[config.mk]
export PLATFORM = sky130hd
export DESIGN_NAME = rect_copy_engine
export DESIGN_NICKNAME = d
export VERILOG_FILES = /design/src/rtl/rcopy_pkg.sv /design/src/rtl/rcopy_rop.sv /design/src/rtl/rcopy_walk.sv /design/src/rtl/rcopy_addr.sv /design/src/rtl/rect_copy_engine.sv
export SDC_FILE = /design/constraint.sdc
export NUM_CORES = 1
export LEC_CHECK = 0
export BUFFER_PORTS_ARGS = -buffer_cell sky130_fd_sc_hd__buf_2
export CAP_MARGIN = 5
export CORE_MARGIN = 2
export CORE_UTILIZATION = 50
export CTS_CLUSTER_SIZE = 20
export DETAILED_ROUTE_END_ITERATION = 12
export PLACE_DENSITY_LB_ADDON = 0.3
export SYNTH_ARGS = -nofsm -noshare
export SYNTH_HDL_FRONTEND = slang
export SYNTH_SLANG_ARGS = --single-unit
export TNS_END_PERCENT = 20
[constraint.sdc]
create_clock -name clk_i -period 10.7 [get_ports clk_i]
set_input_delay 1.605 -clock clk_i [delete_from_list [all_inputs] [get_ports clk_i]]
set_output_delay 1.605 -clock clk_i [all_outputs]
set_load 0.01 [all_outputs]
[src/rtl/rcopy_pkg.sv]
package rcopy_pkg;
  typedef struct packed {
    logic [15:0] x;
    logic [15:0] y;
  } xy_t;

  typedef enum logic [1:0] {
    ST_IDLE   = 2'd0,
    ST_RD_SRC = 2'd1,
    ST_RD_DST = 2'd2,
    ST_WR     = 2'd3
  } st_t;

  localparam logic [3:0] ROP_CLR = 4'd0;
  localparam logic [3:0] ROP_CPY = 4'd3;
  localparam logic [3:0] ROP_XOR = 4'd6;
  localparam logic [3:0] ROP_INV = 4'd10;
  localparam logic [3:0] ROP_SET = 4'd15;
endpackage

[src/rtl/rcopy_rop.sv]
module rcopy_rop #(
  parameter int PIX_W = 8
) (
  input  logic [3:0]       op_i,
  input  logic [PIX_W-1:0] mask_i,
  input  logic [PIX_W-1:0] src_i,
  input  logic [PIX_W-1:0] dst_i,
  output logic [PIX_W-1:0] res_o
);
  import rcopy_pkg::*;

  always_comb begin
    unique case (op_i)
      ROP_CLR: res_o = dst_i & ~mask_i;
      ROP_CPY: res_o = (dst_i & ~mask_i) | (src_i & mask_i);
      ROP_XOR: res_o = dst_i ^ (src_i & mask_i);
      ROP_INV: res_o = dst_i ^ mask_i;
      ROP_SET: res_o = dst_i | mask_i;
      default: res_o = dst_i;
    endcase
  end
endmodule

[src/rtl/rcopy_walk.sv]
module rcopy_walk #(
  parameter int CW = 16
) (
  input  logic          clk_i,
  input  logic          rst_ni,
  input  logic          load_i,
  input  logic [CW-1:0] w_i,
  input  logic [CW-1:0] h_i,
  input  logic          rev_x_i,
  input  logic          rev_y_i,
  input  logic          step_i,
  output logic [CW-1:0] col_o,
  output logic [CW-1:0] row_o,
  output logic          last_o
);
  logic [CW-1:0] w_q, h_q, cc_q, cr_q;
  logic          rx_q, ry_q;
  logic          row_end;

  assign row_end = (cc_q == w_q - 1'b1);
  assign last_o  = row_end && (cr_q == h_q - 1'b1);
  assign col_o   = rx_q ? (w_q - 1'b1 - cc_q) : cc_q;
  assign row_o   = ry_q ? (h_q - 1'b1 - cr_q) : cr_q;

  always_ff @(posedge clk_i or negedge rst_ni) begin
    if (!rst_ni) begin
      w_q  <= '0;
      h_q  <= '0;
      cc_q <= '0;
      cr_q <= '0;
      rx_q <= 1'b0;
      ry_q <= 1'b0;
    end else if (load_i) begin
      w_q  <= w_i;
      h_q  <= h_i;
      cc_q <= '0;
      cr_q <= '0;
      rx_q <= rev_x_i;
      ry_q <= rev_y_i;
    end else if (step_i) begin
      if (row_end) begin
        cc_q <= '0;
        cr_q <= last_o ? '0 : cr_q + 1'b1;
      end else begin
        cc_q <= cc_q + 1'b1;
      end
    end
  end

  // scan counters stay inside the loaded rectangle
  a_r3_col_bound: assert property (@(posedge clk_i) disable iff (!rst_ni)
    (w_q != '0) |-> (cc_q < w_q));
  a_r2_row_bound: assert property (@(posedge clk_i) disable iff (!rst_ni)
    (h_q != '0) |-> (cr_q < h_q));
endmodule

[src/rtl/rcopy_addr.sv]
module rcopy_addr #(
  parameter int PITCH    = 1280,
  parameter int BUF_SIZE = 1280 * 1024,
  parameter int AW       = 21
) (
  input  rcopy_pkg::xy_t base_i,
  input  logic [15:0]    col_i,
  input  logic [15:0]    row_i,
  output logic [AW-1:0]  addr_o,
  output logic           ok_o
);
  logic [31:0] lin;

  // linear address = x + y * pitch
  assign lin    = (32'(base_i.x) + 32'(col_i)) + (32'(base_i.y) + 32'(row_i)) * 32'(PITCH);
  assign ok_o   = lin < 32'(BUF_SIZE);
  assign addr_o = lin[AW-1:0];
endmodule

[src/rtl/rect_copy_engine.sv]
module rect_copy_engine #(
  parameter int PITCH = 1280,
  parameter int ROWS  = 1024,
  parameter int PIX_W = 8,
  localparam int BUF_SIZE = PITCH * ROWS,
  localparam int AW       = $clog2(BUF_SIZE)
) (
  input  logic             clk_i,
  input  logic             rst_ni,
  input  logic [31:0]      src_xy_i,
  input  logic [31:0]      dst_xy_i,
  input  logic [31:0]      start_xy_i,
  input  logic [31:0]      size_xy_i,
  input  logic             go_dst_i,
  input  logic             go_size_i,
  input  logic [3:0]       rop_i,
  input  logic [PIX_W-1:0] plane_mask_i,
  input  logic [31:0]      ctrl_plane_i,
  output logic [AW-1:0]    mem_addr_o,
  output logic             mem_re_o,
  output logic             mem_we_o,
  output logic [PIX_W-1:0] mem_wdata_o,
  input  logic [PIX_W-1:0] mem_rdata_i,
  output logic             busy_o,
  output logic             done_o
);
  import rcopy_pkg::*;

  st_t              st_q, st_d;
  xy_t              src_q, dst_q, src_in, dst_sel, size_in;
  logic [3:0]       rop_q;
  logic [PIX_W-1:0] pm_q, src_pix_q, rop_res;
  logic             done_q, done_d;
  logic             go, zero, step, last, fin;
  logic [15:0]      col, row;
  logic [AW-1:0]    s_addr, d_addr;
  logic             s_ok, d_ok;

  assign src_in  = xy_t'(src_xy_i);
  assign size_in = xy_t'(size_xy_i);
  // go_dst has priority; size trigger targets the start position
  assign dst_sel = go_dst_i ? xy_t'(dst_xy_i) : xy_t'(start_xy_i);
  assign zero    = (size_in.x == '0) || (size_in.y == '0);
  // only accepted when idle and control plane is clear
  assign go      = (go_dst_i || go_size_i) && (st_q == ST_IDLE) && (ctrl_plane_i == '0);

  rcopy_walk #(.CW(16)) u_walk (
    .clk_i  (clk_i),
    .rst_ni (rst_ni),
    .load_i (go && !zero),
    .w_i    (size_in.x),
    .h_i    (size_in.y),
    .rev_x_i(dst_sel.x > src_in.x),
    .rev_y_i(dst_sel.y > src_in.y),
    .step_i (step),
    .col_o  (col),
    .row_o  (row),
    .last_o (last)
  );

  rcopy_addr #(.PITCH(PITCH), .BUF_SIZE(BUF_SIZE), .AW(AW)) u_src_addr (
    .base_i(src_q), .col_i(col), .row_i(row), .addr_o(s_addr), .ok_o(s_ok)
  );

  rcopy_addr #(.PITCH(PITCH), .BUF_SIZE(BUF_SIZE), .AW(AW)) u_dst_addr (
    .base_i(dst_q), .col_i(col), .row_i(row), .addr_o(d_addr), .ok_o(d_ok)
  );

  rcopy_rop #(.PIX_W(PIX_W)) u_rop (
    .op_i  (rop_q),
    .mask_i(pm_q),
    .src_i (src_pix_q),
    .dst_i (mem_rdata_i),
    .res_o (rop_res)
  );

  always_comb begin
    st_d       = st_q;
    step       = 1'b0;
    fin        = 1'b0;
    mem_re_o   = 1'b0;
    mem_we_o   = 1'b0;
    mem_addr_o = d_addr;
    unique case (st_q)
      ST_IDLE: if (go && !zero) st_d = ST_RD_SRC;
      ST_RD_SRC: begin
        if (!(s_ok && d_ok)) begin
          // out-of-range pixel costs one idle step
          step = 1'b1;
          if (last) begin
            fin  = 1'b1;
            st_d = ST_IDLE;
          end
        end else begin
          mem_re_o   = 1'b1;
          mem_addr_o = s_addr;
          st_d       = ST_RD_DST;
        end
      end
      ST_RD_DST: begin
        mem_re_o = 1'b1;
        st_d     = ST_WR;
      end
      ST_WR: begin
        mem_we_o = 1'b1;
        step     = 1'b1;
        if (last) begin
          fin  = 1'b1;
          st_d = ST_IDLE;
        end else begin
          st_d = ST_RD_SRC;
        end
      end
      default: st_d = ST_IDLE;
    endcase
  end

  assign done_d      = fin || (go && zero);
  assign mem_wdata_o = rop_res;
  assign busy_o      = (st_q != ST_IDLE);
  assign done_o      = done_q;

  always_ff @(posedge clk_i or negedge rst_ni) begin
    if (!rst_ni) begin
      st_q      <= ST_IDLE;
      done_q    <= 1'b0;
      src_q     <= '0;
      dst_q     <= '0;
      rop_q     <= '0;
      pm_q      <= '0;
      src_pix_q <= '0;
    end else begin
      st_q   <= st_d;
      done_q <= done_d;
      if (go) begin
        src_q <= src_in;
        dst_q <= dst_sel;
        rop_q <= rop_i;
        pm_q  <= plane_mask_i;
      end
      if (st_q == ST_RD_DST) src_pix_q <= mem_rdata_i;
    end
  end

  a_r10_rd_wr_excl: assert property (@(posedge clk_i) disable iff (!rst_ni)
    !(mem_re_o && mem_we_o));
  a_r10_wr_after_rd: assert property (@(posedge clk_i) disable iff (!rst_ni)
    mem_we_o |-> $past(mem_re_o));
  a_r5_addr_in_range: assert property (@(posedge clk_i) disable iff (!rst_ni)
    (mem_re_o || mem_we_o) |-> (32'(mem_addr_o) < 32'(BUF_SIZE)));
  a_r9_done_idle: assert property (@(posedge clk_i) disable iff (!rst_ni)
    done_o |-> !busy_o);
  a_r9_cfg_held: assert property (@(posedge clk_i) disable iff (!rst_ni)
    busy_o |=> ($stable(src_q) && $stable(dst_q) && $stable(rop_q)));
  a_r7_ctrl_block: assert property (@(posedge clk_i) disable iff (!rst_ni)
    ((go_dst_i || go_size_i) && !busy_o && (ctrl_plane_i != '0)) |=> (!busy_o && !done_o));
  a_r8_zero_idle: assert property (@(posedge clk_i) disable iff (!rst_ni)
    (go && zero) |=> (!busy_o && done_o));
  a_r11_idle_quiet: assert property (@(posedge clk_i) disable iff (!rst_ni)
    !busy_o |-> !(mem_re_o || mem_we_o));
endmodule

# == Yosys cells after proc, flatten, opt, wreduce, memory -nomap -nowiden ==
# Index checks and enable logic that the tools add are counted.
# W data, S select, Z words.
# totals
regBits,153
out_inout_bits,33
word_cells,97
# op_classes
add_sub_neg,12
n_mul,2
n_lt_le_gt_ge,4
eq_ne,11
muxes,26
bitwise_logic,7
n_reduce_logical,20
# op_table
operator,count
$mux W16,9
$add A16 B16 Y17,4
$add A32 B32 Y32,2
$lt A32 B21 Y1 const B,2
$mul A32 B3 Y24 const B,2
$mux W21,2
$pmux W8 S5,1
$add A16 B1 Y16 const B,2
$eq A16 B16 Y1,2
$gt A16 B16 Y1,2
$logic_not A16 Y1,2
$logic_not A32 Y1,1
$mux W32,1
$sub A16 B1 Y16 const B,2
$sub A16 B16 Y16,2
$and A8 B8 Y8,2
$or A8 B8 Y8,2
$xor A8 B8 Y8,2
$eq A4 B4 Y1 const B,2
$not A8 Y8,1
$pmux W2 S4,1
$logic_and A1 B1 Y1,6
$mux W1,6
$mux W2,3
other kinds (13),21

# == Logic depth before layout (Yosys ltp) ==
# Gate-level depths: netlist of run 1.
# depth
ltp_word,12
mapped_depth,38
mapped_depth_nobuf,35

# == Modules after synthesis ==
# A second synthesis of run 1 with hierarchy kept.
# unflattened
cells_unflattened,1934
area_unflattened_um2,17101.4
# modules_own_cells
module,instances,cells_per_inst,area_each_um2
rcopy_walk,1,644,5456.5
rect_copy_engine,1,405,4957.3
rcopy_addr at u_src_addr,1,395,3069.2
rcopy_addr at u_dst_addr,1,383,2955.3
rcopy_rop,1,107,663.1

# == Least setup slack after synthesis of run 1 ==
# OpenSTA, ideal clock, no wires.
# synth_path
path_type,reg2out
startpoint,reg u_walk.w_q[0]
endpoint,out mem_addr_o[12]
t_arrival_ns,6.989
t_required_ns,9.095
setup_slack_ns,2.106
path_stages_with_launch,34
n_path_buf,1
cell_sequence,dfrtp_1 inv_1 ha_1 xor2_1 ha_1 nor2b_1 o21ai_0 a21boi_0 o21ai_0 a21oi_1 o21ai_0 a21boi_0 o21ai_0 nand2_1 xor2_1 mux2_2 ha_1 o41ai_1 o21bai_1 a21oi_1 xnor2_1 ha_1 o21ai_0 o2bb2ai_1 o31a_1 or3_1 nor2b_1 nor4b_2 nor4b_2 o311ai_4 nor3_2 nand2_1 buf_2 mux2_1
# synth_via
elab_chain_cells,9
elab_cells_between_ends,12
classes_between,add/sub (6); order compare (2); mux (3); reduce/logical (1)
# synth_lines
item,line,source
start: declaration,rcopy_walk.sv:16,"logic [CW-1:0] w_q, h_q, cc_q, cr_q;"
start signal: assignment,rcopy_walk.sv:34,w_q <= w_i;
$sub A16 B1 Y16 (*),rcopy_walk.sv:22,assign col_o = rx_q ? (w_q - 1'b1 - cc_q) : cc_q;
$sub A16 B16 Y16 (*),rcopy_walk.sv:22,
$mux W16 (*),rcopy_walk.sv:22,
$add A16 B16 Y17,rcopy_addr.sv:15,assign lin = (32'(base_i.x) + 32'(col_i)) + (32'(base_i.y) + 32'(row_i)) * 32'(PITCH);
$add A32 B32 Y32,rcopy_addr.sv:15,
$lt A32 B21 Y1,rcopy_addr.sv:16,assign ok_o = lin < 32'(BUF_SIZE);
$logic_and A1 B1 Y1,rect_copy_engine.sv:87,if (!(s_ok && d_ok)) begin
$mux W21,rect_copy_engine.sv:87,
$mux W21 (*),rect_copy_engine.sv:84,unique case (st_q)
end: declaration,rect_copy_engine.sv:19,"output logic [AW-1:0] mem_addr_o,"
# Every way passes the cells marked *; elsewhere a longest branch is shown, timed or not.

# == Final worst setup path of run 1 ==
# layout_path
startpoint,reg u_walk.w_q[0]
endpoint,out mem_addr_o[18]
# Same word-level chain as after synthesis.

==> impl_metrics.toml, run 1 <==
[run_status]
status = "completed"

[clock_network]
path_clk_slew_ns = 0.06
insertion_delay_ns = 0.45
post-cts-setup-buffer-count = 0
cts_made_buffers = 17
cts_root_buf = "clkbuf_16"
clockBufferDepth = 2
cts_max_level = 4
cts_tree = "done"
cts_resized = 0
postCtsHoldBufs = 0
cts.sinks = 153

[timing]
period_share_pct = 94.5
finalSetupViolCount = 0
fmax_mhz = 98.9
fin_crit_ns = 10.11
hold_viol = 0
finalMaxSlewViolations = 0
tns_ns = 0
worst_pin_slew_ns = 1.20
relSlewSlack_pct = 19.7
fin_skew_ns = 0.0111
timing.hold.ws_ns = 0.493

[global_routing]
grt_pass1_vias = 14566
track_usage_pct = 26.4
antenna_found_initial = 2
overflow = 0
grt_pass1_wl_um = 72800
grt_start_max_net_pins = 107

[synthesis]
synth_seq_area_share_pct = 23.3
yosys.area.top_type = "dfrtp_1"
ys_warn_count = 0
synth_commonest_cells = "213 x ha_1, 184 x nand2_1, 153 x dfrtp_1"
postSynth.asyncResetShare_pct = 100
synth_edf_count = 0
syn_area_um2 = 16400
ys_ff_latch = 153
synth-main-ff-cell = "dfrtp_1"
synth.most_common_cell = "ha_1"
avgSynthCellArea_um2 = 8.47
synthTopCellsByArea = "dfrtp_1 23%, ha_1 16%, mux2_2 7.7%, xnor2_1 4.9%, nand2_1 4.2%"
ys_types = 91
syn-instance-count = 1938
synth.top_cell.area_share_pct = 23.3
syn_nets = 2345

[final_layout]
drive_above_1_share_pct = 19.6
design_area_um2 = 18500
instances_no_fill = 2579
nets = 2529
syn2layout_area_growth_pct = 12.9
num-fill-cells = 2935

[setup_path]
worst_path_max_delay_cell = "dfrtp_1"
crit_fanout = 21
ff2ff_setup_slack_ns = 1.65
worstSetupEndpointType = "output port"
cp_data_arrival_time_ns = 8.51
required_ns = 9.10
path_buf_inv = 3
max_stage_delay_ns = 0.40
cpLargestDelayFamily = "compound AO/OA/AOI/OAI gates"
critPathLaunchType = "flip-flop"
worstSetupPathType = "flip-flop to output port"

[route]
drt-total-wl_um = 44900
drc = 0
via_per_inst = 5.85
first_iter_violations = 1115
ant_nets = 0
dr.pass1.iters = 8
vias = 15085
routedWlPerCell_um = 17.4

[floorplan]
io-pin-count = 217
die_x_um = 185
core-area_um2 = 32500
rows = 66
start_util_pct = 50.6
die-area_um2 = 34300
die_y_um = 185

[power]
p_total_mw = 1.28
leakage_nw = 9.28
power_density_nw_per_um2 = 68.9
peakVddDrop_v = 0.000103

[placement]
post-dp-hpwl_um = 35900
port_buffers = 216
dp.cells = 2545
place.gp.congestion = 0.911
placed_area_um2 = 17900

[hold_path]
hold_path_class = "flip-flop to flip-flop"

[run]
maxCapViolations = 0
[layer usage]
metal	vias to the layer above	wire length, um	global-route usage (%)
met5	-	0	0
met4	0	1000	8.32
met3	65	2290	3.66
met2	402	21000	43.5
met1	7185	20600	35.9
li1	7433	-	-
[worst paths after layout]
path	start	endpoint	cells after the start
max	u_walk.w_q[0]	mem_addr_o[18]	34
min	u_walk.cr_q[7]	u_walk.cr_q[7]	1
max reg2reg	u_walk.w_q[0]	u_walk.cc_q[4]	32
min reg2reg	u_walk.cr_q[7]	u_walk.cr_q[7]	1
max in group asynchronous	rst_ni	rop_q[3]	2
min in group asynchronous	rst_ni	u_walk.w_q[4]	1
[sequential cells by signal, indices dropped and copies added, names as in the netlist, named ones only]
register     flops
done_o           1
u_walk.ry_q      1
u_walk.h_q      16
src_pix_q        8
u_walk.cr_q     16
u_walk.cc_q     16
st_q             1
dst_q           32
pm_q             8
u_walk.w_q      16
rop_q            4
src_q           32
u_walk.rx_q      1
[power breakdown]
| group | internal, mW | total, mW | switching, mW |
|---|---|---|---|
| clock | 0.349 | 0.589 | 0.240 |
| sequential | 0.579 | 0.579 | 0.00000276 |
| combinational | 0.0518 | 0.110 | 0.0585 |
[cell type report]
| cell class | count | area (um2) | share of cell area, % |
|---|---|---|---|
| Clock inverter | 7 | 65.1 | 0.351 |
| Clock buffer | 25 | 505 | 2.73 |
| Multi-Input combinational cell | 1582 | 11900 | 64.1 |
| Tap cell | 442 | 553 | 2.98 |
| Sequential cell | 153 | 3830 | 20.6 |
| Timing Repair Buffer | 226 | 1160 | 6.27 |
| Antenna cell | 2 | 5.00 | 0.0270 |
| Inverter | 142 | 533 | 2.87 |
[per-stage QoR]
step	setup slack [ns]	utilization [%]
floorplan	2.11	-
global placement	1.02	55.1
detailed placement	0.824	55.1
CTS	0.263	56.9
global route	-0.00493	57.1
finish	0.586	57.1
[cell usage in the layout (no fill, tap or decap), drive strengths merged, types with 17 or more instances in the layout]
cell,Yosys,final
a21oi,132,132
buf,18,226
or3,31,31
xnor2,91,91
nor2b,28,28
nor3,40,40
o21ai,123,123
ha,213,213
o211ai,22,22
a211oi,17,17
clkbuf,43,25
mux2i,22,22
dfrtp,153,153
a21o,33,33
nand4,22,22
nor4,33,33
xor2,46,46
nand3,61,61
o21a,25,25
inv,142,142
nand2,185,185
o21bai,24,24
mux2,116,116
nor2,106,106
[cells by family (layout without fill, tap and decap cells)]
logic type	count (synthesis)	in the layout	share of synthesized area [%]
and+or+nand+nor	578	578	17.3
AOI/OAI and AO/OA	506	506	20.6
adders and majority gates	223	223	17.5
buffers and inverters	203	400	4.78
DFF	153	153	23.3
muxes	138	138	9.30
xor gates and xnor gates	137	137	7.31
other	0	2	0
Power figures use the tool's default switching activity.
==> run 2: changes to the inputs <==
- CORE_MARGIN: 2 -> not set
- CORE_UTILIZATION: 50 -> 57
==> run 2 against run 1 <==
Fmax decreased by 0.34%; non-clock buffer count decreased by 1; sequential cell count unchanged.
==> impl_metrics.toml, run 2 (synthesis gave the netlist of run 1 again) <==
[clock_network]
clockBufferDepth = 2
cts_made_buffers = 17
insertion_delay_ns = 0.44
cts_max_level = 4
cts_root_buf = "clkbuf_16"
cts_tree = "done"
cts.sinks = 153
post-cts-setup-buffer-count = 0
path_clk_slew_ns = 0.07
cts_resized = 0
postCtsHoldBufs = 0

[final_layout]
layout_commonest_cell = "buf_2"
num-fill-cells = 2382
instances_no_fill = 2514
drive_above_1_share_pct = 19.7
layout_common_cells = "215 x buf_2, 213 x ha_1, 184 x nand2_1, 153 x dfrtp_1, 142 x inv_1"
nets = 2528
largestRegisters = "dst_q x32, src_q x32"
syn2layout_area_growth_pct = 12.6

[power]
p_total_mw = 1.31
peakVddDrop_v = 0.0000962
power_density_nw_per_um2 = 70.8
leakage_nw = 9.26

[timing]
worst_slack_ns = 0.551
timing.hold.ws_ns = 0.498
finalSetupViolCount = 0
fmax_mhz = 98.5
fin_crit_ns = 10.15
period_share_pct = 94.8
finalMaxSlewViolations = 0
hold_viol = 0
worst_pin_slew_ns = 1.18
relSlewSlack_pct = 20.5
fin_skew_ns = 0.00952

[floorplan]
start_util_pct = 58.5
rows = 61
core-area_um2 = 28100
die_y_um = 172
io-pin-count = 217
die_x_um = 172
die-area_um2 = 29500

[setup_path]
ff2ff_setup_slack_ns = 1.78
max_stage_delay_ns = 0.46
cp_data_arrival_time_ns = 8.54
regToRegEndpoint = "u_walk.cc_q[4]"
cpMostUsedCell = "ha_1"
worstSetupPathType = "flip-flop to output port"
cpLargestDelayFamily = "compound AO/OA/AOI/OAI gates"
critPathLaunchType = "flip-flop"
required_ns = 9.10
path_buf_inv = 4
path_depth = 34
r2r_start = "u_walk.h_q[0]"
worst_path_max_delay_cell = "ha_1"
worstSetupEndpointType = "output port"
crit_end = "mem_addr_o[8]"
crit_fanout = 22
reg2regPathDepth = 33
crit_start = "u_walk.h_q[0]"

[placement]
post-dp-hpwl_um = 35500
dp.cells = 2480
place.gp.congestion = 0.981
place_ws_ns = 0.946
port_buffers = 216

[route]
drt-total-wl_um = 45100
via_per_inst = 6.14
routedWlPerCell_um = 17.9
first_iter_violations = 1143
dr.pass1.iters = 7
vias = 15435
drc = 0
ant_nets = 0

[global_routing]
track_usage_pct = 30.8
grt_pass1_vias = 14625
grt_start_max_net_pins = 93
grt_pass1_wl_um = 72300
antenna_found_initial = 2
overflow = 0

[hold_path]
hp-start = "u_walk.cr_q[7]"
hold_path_class = "flip-flop to flip-flop"

[run_status]
status = "completed"

[run]
maxCapViolations = 0
## run 2: cell types whose count changed in the layout (fill, tap and decap cells not counted), sizes merged
cell,delta
buf,-1
bufinv,+1
clkbuf,-5
clkinv,-3
clkinvlp,+4
inv,+3
## run 2: how the worst min path moves through the flow
stage / end / cells past startpoint
after floorplan: u_walk.w_q[15] / 2
after global placement: u_walk.cr_q[7] / 1
after detailed placement: u_walk.cr_q[7] / 1
after CTS: u_walk.cr_q[7] / 1
after global routing: u_walk.cr_q[7] / 1
final: u_walk.cr_q[7] / 1
## run 2: power by group
group	internal (mW)	switching [mW]	total (mW)
clock network	0.353	0.268	0.621
registers	0.578	0.00000317	0.578
logic	0.0520	0.0581	0.110
## run 2: layout make-up
class	count	area, um2	area share (%)
Clock inverter	12	143	0.771
Tap cell	378	473	2.56
Multi-Input combinational cell	1582	11900	64.4
Inverter	142	533	2.88
Clock buffer	20	447	2.42
Timing Repair Buffer	225	1150	6.25
Antenna cell	2	5.00	0.0271
Sequential cell	153	3830	20.7
## run 2: stage by stage
step	cell area [um2]	util (%)	setup TNS, ns
after floorplan	16400	-	0
after global placement	17800	63.4	0
after detailed placement	17800	63.4	0
after CTS	18400	65.5	0
after global routing	18500	65.8	-0.0268
final	18500	65.8	0
## run 2: metal layers
layer | vias to the layer above | track usage [%] | routed length [um]
li1 | 7454 | - | -
met2 | 468 | 51.4 | 21500
met4 | 0 | 10.6 | 1100
met1 | 7429 | 40.9 | 20300
met3 | 84 | 4.12 | 2190
met5 | - | 0 | 0
